`src/rtl/seg_loader_pkg.sv`:
```
package seg_loader_pkg;
  typedef enum logic [1:0] {
    ST_IDLE = 2'd0,
    ST_RUN  = 2'd1,
    ST_DONE = 2'd2
  } ld_state_t;
endpackage

```
`src/rtl/seg_fall_detect.sv`:
```
module seg_fall_detect (
  input  logic clk,
  input  logic rst,
  input  logic level_i,
  output logic fall_o
);
  logic level_q;

  always_ff @(posedge clk) begin
    if (rst) level_q <= 1'b0;
    else     level_q <= level_i;
  end

  assign fall_o = level_q & ~level_i;
endmodule

```
`src/rtl/seg_byte_seq.sv`:
```
module seg_byte_seq
  import seg_loader_pkg::*;
#(
  parameter int BYTES = 30,
  parameter int CNT_W = $clog2(BYTES + 1)
) (
  input  logic             clk,
  input  logic             rst,
  input  logic             en_in_n,
  input  logic             sh_fall,
  input  logic             lp_fall,
  output logic             wr_o,
  output logic [CNT_W-1:0] idx_o,
  output logic             en_out_n_o
);
  localparam logic [CNT_W-1:0] LAST_IDX  = CNT_W'(BYTES - 1);
  localparam logic [CNT_W-1:0] EARLY_IDX = CNT_W'(BYTES - 2);
  localparam logic [CNT_W-1:0] FULL_CNT  = CNT_W'(BYTES);

  ld_state_t        state_q;
  logic [CNT_W-1:0] cnt_q;
  logic             eo_q;

  assign wr_o       = (state_q == ST_RUN) && sh_fall && !lp_fall;
  assign idx_o      = cnt_q;
  assign en_out_n_o = eo_q;

  always_ff @(posedge clk) begin
    if (rst) begin
      state_q <= ST_IDLE;
      cnt_q   <= '0;
      eo_q    <= 1'b1;
    end else if (lp_fall) begin
      state_q <= ST_IDLE;
      cnt_q   <= '0;
      eo_q    <= 1'b1;
    end else begin
      case (state_q)
        ST_IDLE: if (!en_in_n) state_q <= ST_RUN;
        ST_RUN: if (sh_fall) begin
          cnt_q <= cnt_q + 1'b1;
          if (cnt_q == EARLY_IDX) eo_q <= 1'b0;
          if (cnt_q == LAST_IDX)  state_q <= ST_DONE;
        end
        default: state_q <= state_q;
      endcase
    end
  end

  AST_IDLE_EO_HIGH: assert property (@(posedge clk) disable iff (rst)
    (state_q == ST_IDLE) |-> eo_q);
  AST_EO_FALL_AT_29: assert property (@(posedge clk) disable iff (rst)
    $fell(eo_q) |-> (cnt_q == LAST_IDX));
  AST_CNT_BOUND: assert property (@(posedge clk) disable iff (rst)
    cnt_q <= FULL_CNT);
  AST_DONE_HOLDS: assert property (@(posedge clk) disable iff (rst)
    (state_q == ST_DONE && !lp_fall) |=> (state_q == ST_DONE) && $stable(cnt_q));
endmodule

```
`src/rtl/seg_line_store.sv`:
```
module seg_line_store #(
  parameter int BUS_W = 8,
  parameter int BYTES = 30,
  parameter int CNT_W = $clog2(BYTES + 1)
) (
  input  logic                   clk,
  input  logic                   rst,
  input  logic                   wr_i,
  input  logic [CNT_W-1:0]       idx_i,
  input  logic                   dir_i,
  input  logic [BUS_W-1:0]       data_i,
  output logic [BUS_W*BYTES-1:0] line_o
);
  localparam logic [CNT_W-1:0] TOP_SLOT = CNT_W'(BYTES - 1);

  logic [BUS_W-1:0] slot_q [BYTES];
  logic [CNT_W-1:0] sel;
  logic [BUS_W-1:0] rev_data;
  logic [BUS_W-1:0] word;

  always_comb begin
    for (int b = 0; b < BUS_W; b++) rev_data[b] = data_i[BUS_W-1-b];
  end

  assign sel  = dir_i ? (TOP_SLOT - idx_i) : idx_i;
  assign word = dir_i ? data_i : rev_data;

  for (genvar g = 0; g < BYTES; g++) begin : g_slot
    always_ff @(posedge clk) begin
      if (rst)                              slot_q[g] <= '0;
      else if (wr_i && sel == CNT_W'(g))    slot_q[g] <= word;
    end
    assign line_o[g*BUS_W +: BUS_W] = slot_q[g];
  end

  AST_WR_IN_RANGE: assert property (@(posedge clk) disable iff (rst)
    wr_i |-> (idx_i <= TOP_SLOT));
  AST_NO_WR_STABLE: assert property (@(posedge clk) disable iff (rst)
    !wr_i |=> $stable(line_o));
endmodule

```
`src/rtl/seg_line_loader.sv`:
```
module seg_line_loader #(
  parameter int BUS_W = 8,
  parameter int SEGS  = 240
) (
  input  logic            clk,
  input  logic            rst,
  input  logic            shclk_i,
  input  logic            lpulse_i,
  input  logic            dir_i,
  input  logic [BUS_W-1:0] data_i,
  input  logic            ena_i,
  input  logic            enb_i,
  output logic            ena_o,
  output logic            enb_o,
  output logic            ena_oe,
  output logic            enb_oe,
  output logic [SEGS-1:0] line_o
);
  localparam int BYTES = SEGS / BUS_W;
  localparam int CNT_W = $clog2(BYTES + 1);

  logic             sh_fall;
  logic             lp_fall;
  logic             wr;
  logic [CNT_W-1:0] idx;
  logic             en_in_n;
  logic             en_out_n;

  seg_fall_detect i_sh_edge (
    .clk(clk), .rst(rst), .level_i(shclk_i), .fall_o(sh_fall));
  seg_fall_detect i_lp_edge (
    .clk(clk), .rst(rst), .level_i(lpulse_i), .fall_o(lp_fall));

  assign en_in_n = dir_i ? enb_i : ena_i;

  seg_byte_seq #(.BYTES(BYTES), .CNT_W(CNT_W)) i_seq (
    .clk(clk), .rst(rst), .en_in_n(en_in_n), .sh_fall(sh_fall),
    .lp_fall(lp_fall), .wr_o(wr), .idx_o(idx), .en_out_n_o(en_out_n));

  seg_line_store #(.BUS_W(BUS_W), .BYTES(BYTES), .CNT_W(CNT_W)) i_store (
    .clk(clk), .rst(rst), .wr_i(wr), .idx_i(idx), .dir_i(dir_i),
    .data_i(data_i), .line_o(line_o));

  assign ena_oe = dir_i;
  assign enb_oe = ~dir_i;
  assign ena_o  = dir_i ? en_out_n : 1'b1;
  assign enb_o  = dir_i ? 1'b1 : en_out_n;

  AST_LP_RELEASES: assert property (@(posedge clk) disable iff (rst)
    lp_fall |=> (ena_o && enb_o));
  AST_ONE_DRIVER: assert property (@(posedge clk) disable iff (rst)
    $onehot({ena_oe, enb_oe}) && (ena_oe ? enb_o : ena_o));
endmodule

```
`config.mk`:
```
export PLATFORM = sky130hd
export DESIGN_NAME = seg_line_loader
export DESIGN_NICKNAME = d
export VERILOG_FILES = /design/src/rtl/seg_loader_pkg.sv /design/src/rtl/seg_fall_detect.sv /design/src/rtl/seg_byte_seq.sv /design/src/rtl/seg_line_store.sv /design/src/rtl/seg_line_loader.sv
export SDC_FILE = /design/constraint.sdc
export NUM_CORES = 1
export LEC_CHECK = 0
export BUFFER_PORTS_ARGS = -buffer_cell sky130_fd_sc_hd__buf_2
export CAP_MARGIN = 25
export CORE_ASPECT_RATIO = 1.25
export CORE_MARGIN = 2
export CORE_UTILIZATION = 29
export DETAILED_ROUTE_END_ITERATION = 6
export PLACE_DENSITY = 0.5
export SLEW_MARGIN = 20
export SYNTH_ARGS = -nofsm -noshare
export SYNTH_HDL_FRONTEND = slang
export SYNTH_SLANG_ARGS = --single-unit
```
`constraint.sdc`:
```
create_clock -name clk -period 10.3 [get_ports clk]
set_input_delay 2.06 -clock clk [delete_from_list [all_inputs] [get_ports clk]]
set_output_delay 2.06 -clock clk [all_outputs]
set_load 0.02 [all_outputs]
```
Word level (Yosys, flattened, before mapping). Memory sizes are Yosys's and may differ from the RTL's. Cells that the tools add are included.

Register bits after elaboration: 10. Memory bits (writable): 240. Input bits: 15. Output and inout bits: 244. Logic and storage cells: 249. Memories: 1.

Memories: i_store.slot_q (depth 30, bits a word 8, rd ports 30, clocked after Yosys merged registers in 0, wr ports 30, RTL line seg_line_store.sv:16) `logic [BUS_W-1:0] slot_q [BYTES];`.

$add $sub $neg: 2. Eq/ne operators: 35. Muxes and demuxes: 131. Bitwise logic cells: 35. Reduce and logical (&&, ||, !) cells: 40.

Operators by type and width (number): two-way mux 8 bit (31); two-way mux 1 bit (95); == test 5 bit, second input constant (16); == test 5 x 4 -> 1 bit, second input constant (8); logical AND 1 bit (32); OR 1 bit (30); == test 5 x 3 -> 1 bit, second input constant (4); == test 5 x 2 -> 1 bit, second input constant (2); two-way mux 2 bit (3); adder 5 x 1 -> 5 bit, second input constant (1); == test 5 x 1 -> 1 bit, second input constant (1); logical NOT 5 bit (1); two-way mux 5 bit (1); subtractor 5 bit, first input constant (1); != test 2 bit, second input constant (2); case mux 2 bit (2 select lines) (1); AND reduction 4 bit (1); NOT 1 bit (3); AND reduction 3 bit (1); AND 1 bit (2); == test 2 x 1 -> 1 bit, second input constant (1); logical NOT 2 bit (1); != test 2 x 1 -> 1 bit, second input constant (1); AND reduction 2 bit (1); other kinds (3) (3).

Depth between registers and ports, before layout.
Depth after elaboration: 9. Depth in mapped cells: 9. Depth with buffers taken out: 5.

Hierarchy. Synthesis repeated with hierarchy kept, for this count alone.

Cell total of the unflattened synthesis: 741. Area total of the unflattened synthesis: 10402.5 µm².

By module, submodules not included: seg_line_store (times used 1, cells an instance 686, area an instance 9902.0 µm², sequential area each 7206.9 µm²); seg_byte_seq (times used 1, cells an instance 44, area an instance 391.6 µm², sequential area each 160.2 µm²); seg_fall_detect (times used 2, cells an instance 3, area an instance 35.0 µm², sequential area each 20.0 µm²); seg_line_loader (times used 1, cells an instance 5, area an instance 38.8 µm², sequential area each 0.0 µm²).

Worst setup path after synthesis. Ideal clock, no wire load.

Kind: input -> output. From: in dir_i. To: out enb_o. Arrival: 2815 ps. Data required time: 8240 ps. Path slack: 5425 ps. Stages on the path: 4. Buffers on the path: 3. Path through: buf_6 > buf_4 > buf_4 > or2_2.

Word-level cells in the longest chain between the ends: 1.

Ends and longest elaborated chain: from (decl) (RTL line seg_line_loader.sv:9) `input logic dir_i,`; two-way mux 1 bit (RTL line seg_line_loader.sv:47) `assign enb_o = dir_i ? 1'b1 : en_out_n;`; to (decl) (RTL line seg_line_loader.sv:14) `output logic enb_o,`.

No other way between the ends.

Final worst setup path.
From: in dir_i. To: out enb_oe.

Word-level cells in the longest chain between the ends: 1.

Ends and longest elaborated chain: NOT 1 bit (RTL line seg_line_loader.sv:45) `assign enb_oe = ~dir_i;`; to (decl) (RTL line seg_line_loader.sv:16) `output logic enb_oe,`.

No other way between the ends.

==> out/metrics.yaml <==
die:
  core_um2: 37100
  die_w_um: 177
  ios: 259
  rows: 79
  initial_core_util_pct: 29.2
  die_height_um: 220
  dieArea_um2: 38900
sta:
  hold_viol: 0
  fmax_mhz: 197
  tns_ps: 0
  finalSetupViolations: 0
  maxSlewViolCount: 0
  hold_slack_ps: 517
  worstMarginPinSlew_ps: 937
  max_slew_margin_pct: 37.5
  period_minus_slack_ps: 5070
  rsz0062_at_grt: "no"
  period_share_pct: 49.2
  skew_ps: 23.2
critical_path:
  critPathArrivalTime_ps: 3010
  rrSetupSlack_ps: 6700
  critPathCaptureType: "primary output"
  crit_type: "in2out"
  r2r_start: "i_seq.idx_o[1]$_SDFFE_PP0P_"
  required_ps: 8240
  timing.rr.end: "i_store.slot_q[0][107]$_SDFFCE_PN0P_"
  rr_worst_depth: 7
  crit_path_max_fanout: 42
  start_kind: "input pin"
finish:
  antennaDiodeCount: 0
  final_common_cell: "buf_2"
  area_growth_pct: 23.9
  layout_common_cells: "buf_2, edfxtp_1, nor3_1"
  fill_cells: 3610
  nNetsFinal: 982
  drive_gt1_share_pct: 42.5
drt:
  wirelength_um: 33900
  vias: 7657
  drtIter0Drc: 513
  wl_per_cell_um: 23.2
  drtAntennaViolNets: 0
  drtPass1Iterations: 4
  drc: 0
  viasPerCell: 5.23
placed_design:
  hpwl_um: 21500
  port_buffers: 258
  gp_congestion: 0.755
run:
  cap_violations: 0
global_route:
  grt_max_degree: 73
  grt_pass1_vias: 7368
  global_route.usage.total_pct: 16.9
  grt_pass1_wl_um: 48900
  grt_remaining_overflow: 0
  antenna_found_initial: 0
power:
  p_per_area_nw_per_um2: 161
  cellLeakagePower_nw: 4.66
  power_w: 0.00216
  peakVddDrop_mv: 0.0845
clocking:
  cts_setup_buffers: 0
  cts_tree: "yes"
  h-tree-depth: 1
  cts_buffer_depth: 3
  cts_inserted_buffers: 26
  cts_hold_buf: 0
  clkLatencyLatePin_ps: 550
  cts_resized: 0
  cts_num_sinks: 250
  clk_pin_slew_ps: 60
  clock-root-buffer: "clkbuf_16"
synth:
  synth_area_leaders: "edfxtp_1, nor3_1, a2111oi_0"
  ys_async_sr_fraction_pct: 0
  netlist.area_leader.share_pct: 66.5
  synthCells: 748
  synth_edf_count: 240
  yosys.area.top_type: "edfxtp_1"
  avgSynthCellArea_um2: 14.5
  yosysSeqAreaShare_pct: 68.4
  synth-adder-area-share_pct: 0.577
  synth_cell_types: 48
  synthFlopType: "edfxtp_1"
  synth_top_family_by_area: "compound AO/OA/AOI/OAI gates"
  ys_warn_count: 0
  ys_ff_latch: 250
  synth_compound_area_share_pct: 14.8
  synth.area.mux_share_pct: 0.924
  synth_area_um2: 10800
  synth_xor_area_share_pct: 0.162
  syn_nets: 768
  yosys.area_share.simple_pct: 10.3
outcome:
  status: "completed"
hold_path:
  whs_path_depth: 1
  hp-start: "i_seq.en_out_n_o$_SDFFE_PP1P_"
  hold_path_class: "reg2reg"
  hold_path_end: "i_seq.en_out_n_o$_SDFFE_PP1P_"
==> cell families (layout without fill, tap and decap cells) <==
logic type,after synthesis,after routing
compound gates,165,165
xor+xnor,2,2
fa+ha+maj,5,5
buf+inv,122,352
flops,250,250
mux,9,9
simple gates,195,195
==> area by class of cell <==
| cell class | count | area, µm² | area share, % |
|---|---|---|---|
| inverters | 6 | 25.0 | 0.186 |
| flip-flops and latches | 250 | 7410 | 55.2 |
| clock inverters | 14 | 75.1 | 0.559 |
| well taps | 486 | 608 | 4.53 |
| repair buffers | 302 | 1620 | 12.0 |
| multi-input cells | 376 | 3030 | 22.6 |
| clock buffers | 30 | 666 | 4.96 |
==> sequential cells by signal, summed over array words and instances, names as in the netlist <==
register           cells
i_lp_edge.level_q      1
i_seq.en_out_n_o       1
i_seq.idx_o            5
i_seq.state_q          2
i_sh_edge.level_q      1
i_store.slot_q       240
==> worst max-delay path, stage by stage <==
cell and delay [ps]:
buf_2 560, inv_2 150, buf_2 220
==> synthesized netlist by cell type, drive strengths merged (2+ instances only) <==
cell type  instances
nor2b              3
nor3             133
dfxtp             10
nand4             17
a2111oi          112
or4                3
ha                 5
o21bai             2
buf               28
o21ai              8
and4b              4
or3                2
and4               2
and4bb             3
nor2               3
nand2b             4
o31ai             31
and3               2
a211oi             2
nor3b              4
edfxtp           240
nand2              7
clkbuf            88
mux2               8
a21oi              6
inv                6
and3b              3
==> power by group <==
part / switching, W / total (W) / leakage, nW / internal [W]
sequential: 0.0000133 / 0.00116 / 2.56 / 0.00114
combinational: 0.000117 / 0.000156 / 1.73 / 0.0000396
clock: 0.000383 / 0.000843 / 0.365 / 0.000459
total: 0.000513 / 0.00216 / 4.66 / 0.00164
==> metrics by stage <==
| stage | utilization [%] | std cells | setup slack (ps) | cell area, µm² |
|---|---|---|---|---|
| global placement | 33.9 | 1409 | 5270 | 12600 |
| CTS | 36.1 | 1463 | 5240 | 13400 |
| finish | 36.2 | 1464 | 5230 | 13400 |
| detailed placement | 34.1 | 1419 | 5240 | 12600 |
| global route | 36.2 | 1464 | 5160 | 13400 |
| floorplan | - | 748 | 5420 | 10800 |
==> metal layers <==
metal | GRT usage (%) | part of all wire, % | vias to the layer above
met5 | 0 | 0 | -
met4 | 5.21 | 2.4 | 0
met3 | 2.93 | 6.1 | 47
met2 | 28.7 | 50 | 270
met1 | 22.0 | 41 | 3851
li1 | - | - | 3489
==> how the worst max path moves through the flow <==
| stage | from | end | slack (ps) |
|---|---|---|---|
| after CTS | dir_i | enb_oe | 5240 |
| final | dir_i | enb_oe | 5230 |
| after detailed placement | dir_i | enb_oe | 5240 |
| after global routing | dir_i | enb_oe | 5160 |
| after global placement | dir_i | enb_o | 5270 |
| after floorplan | dir_i | enb_o | 5420 |
No activity file was read; power rests on OpenSTA's default activity.
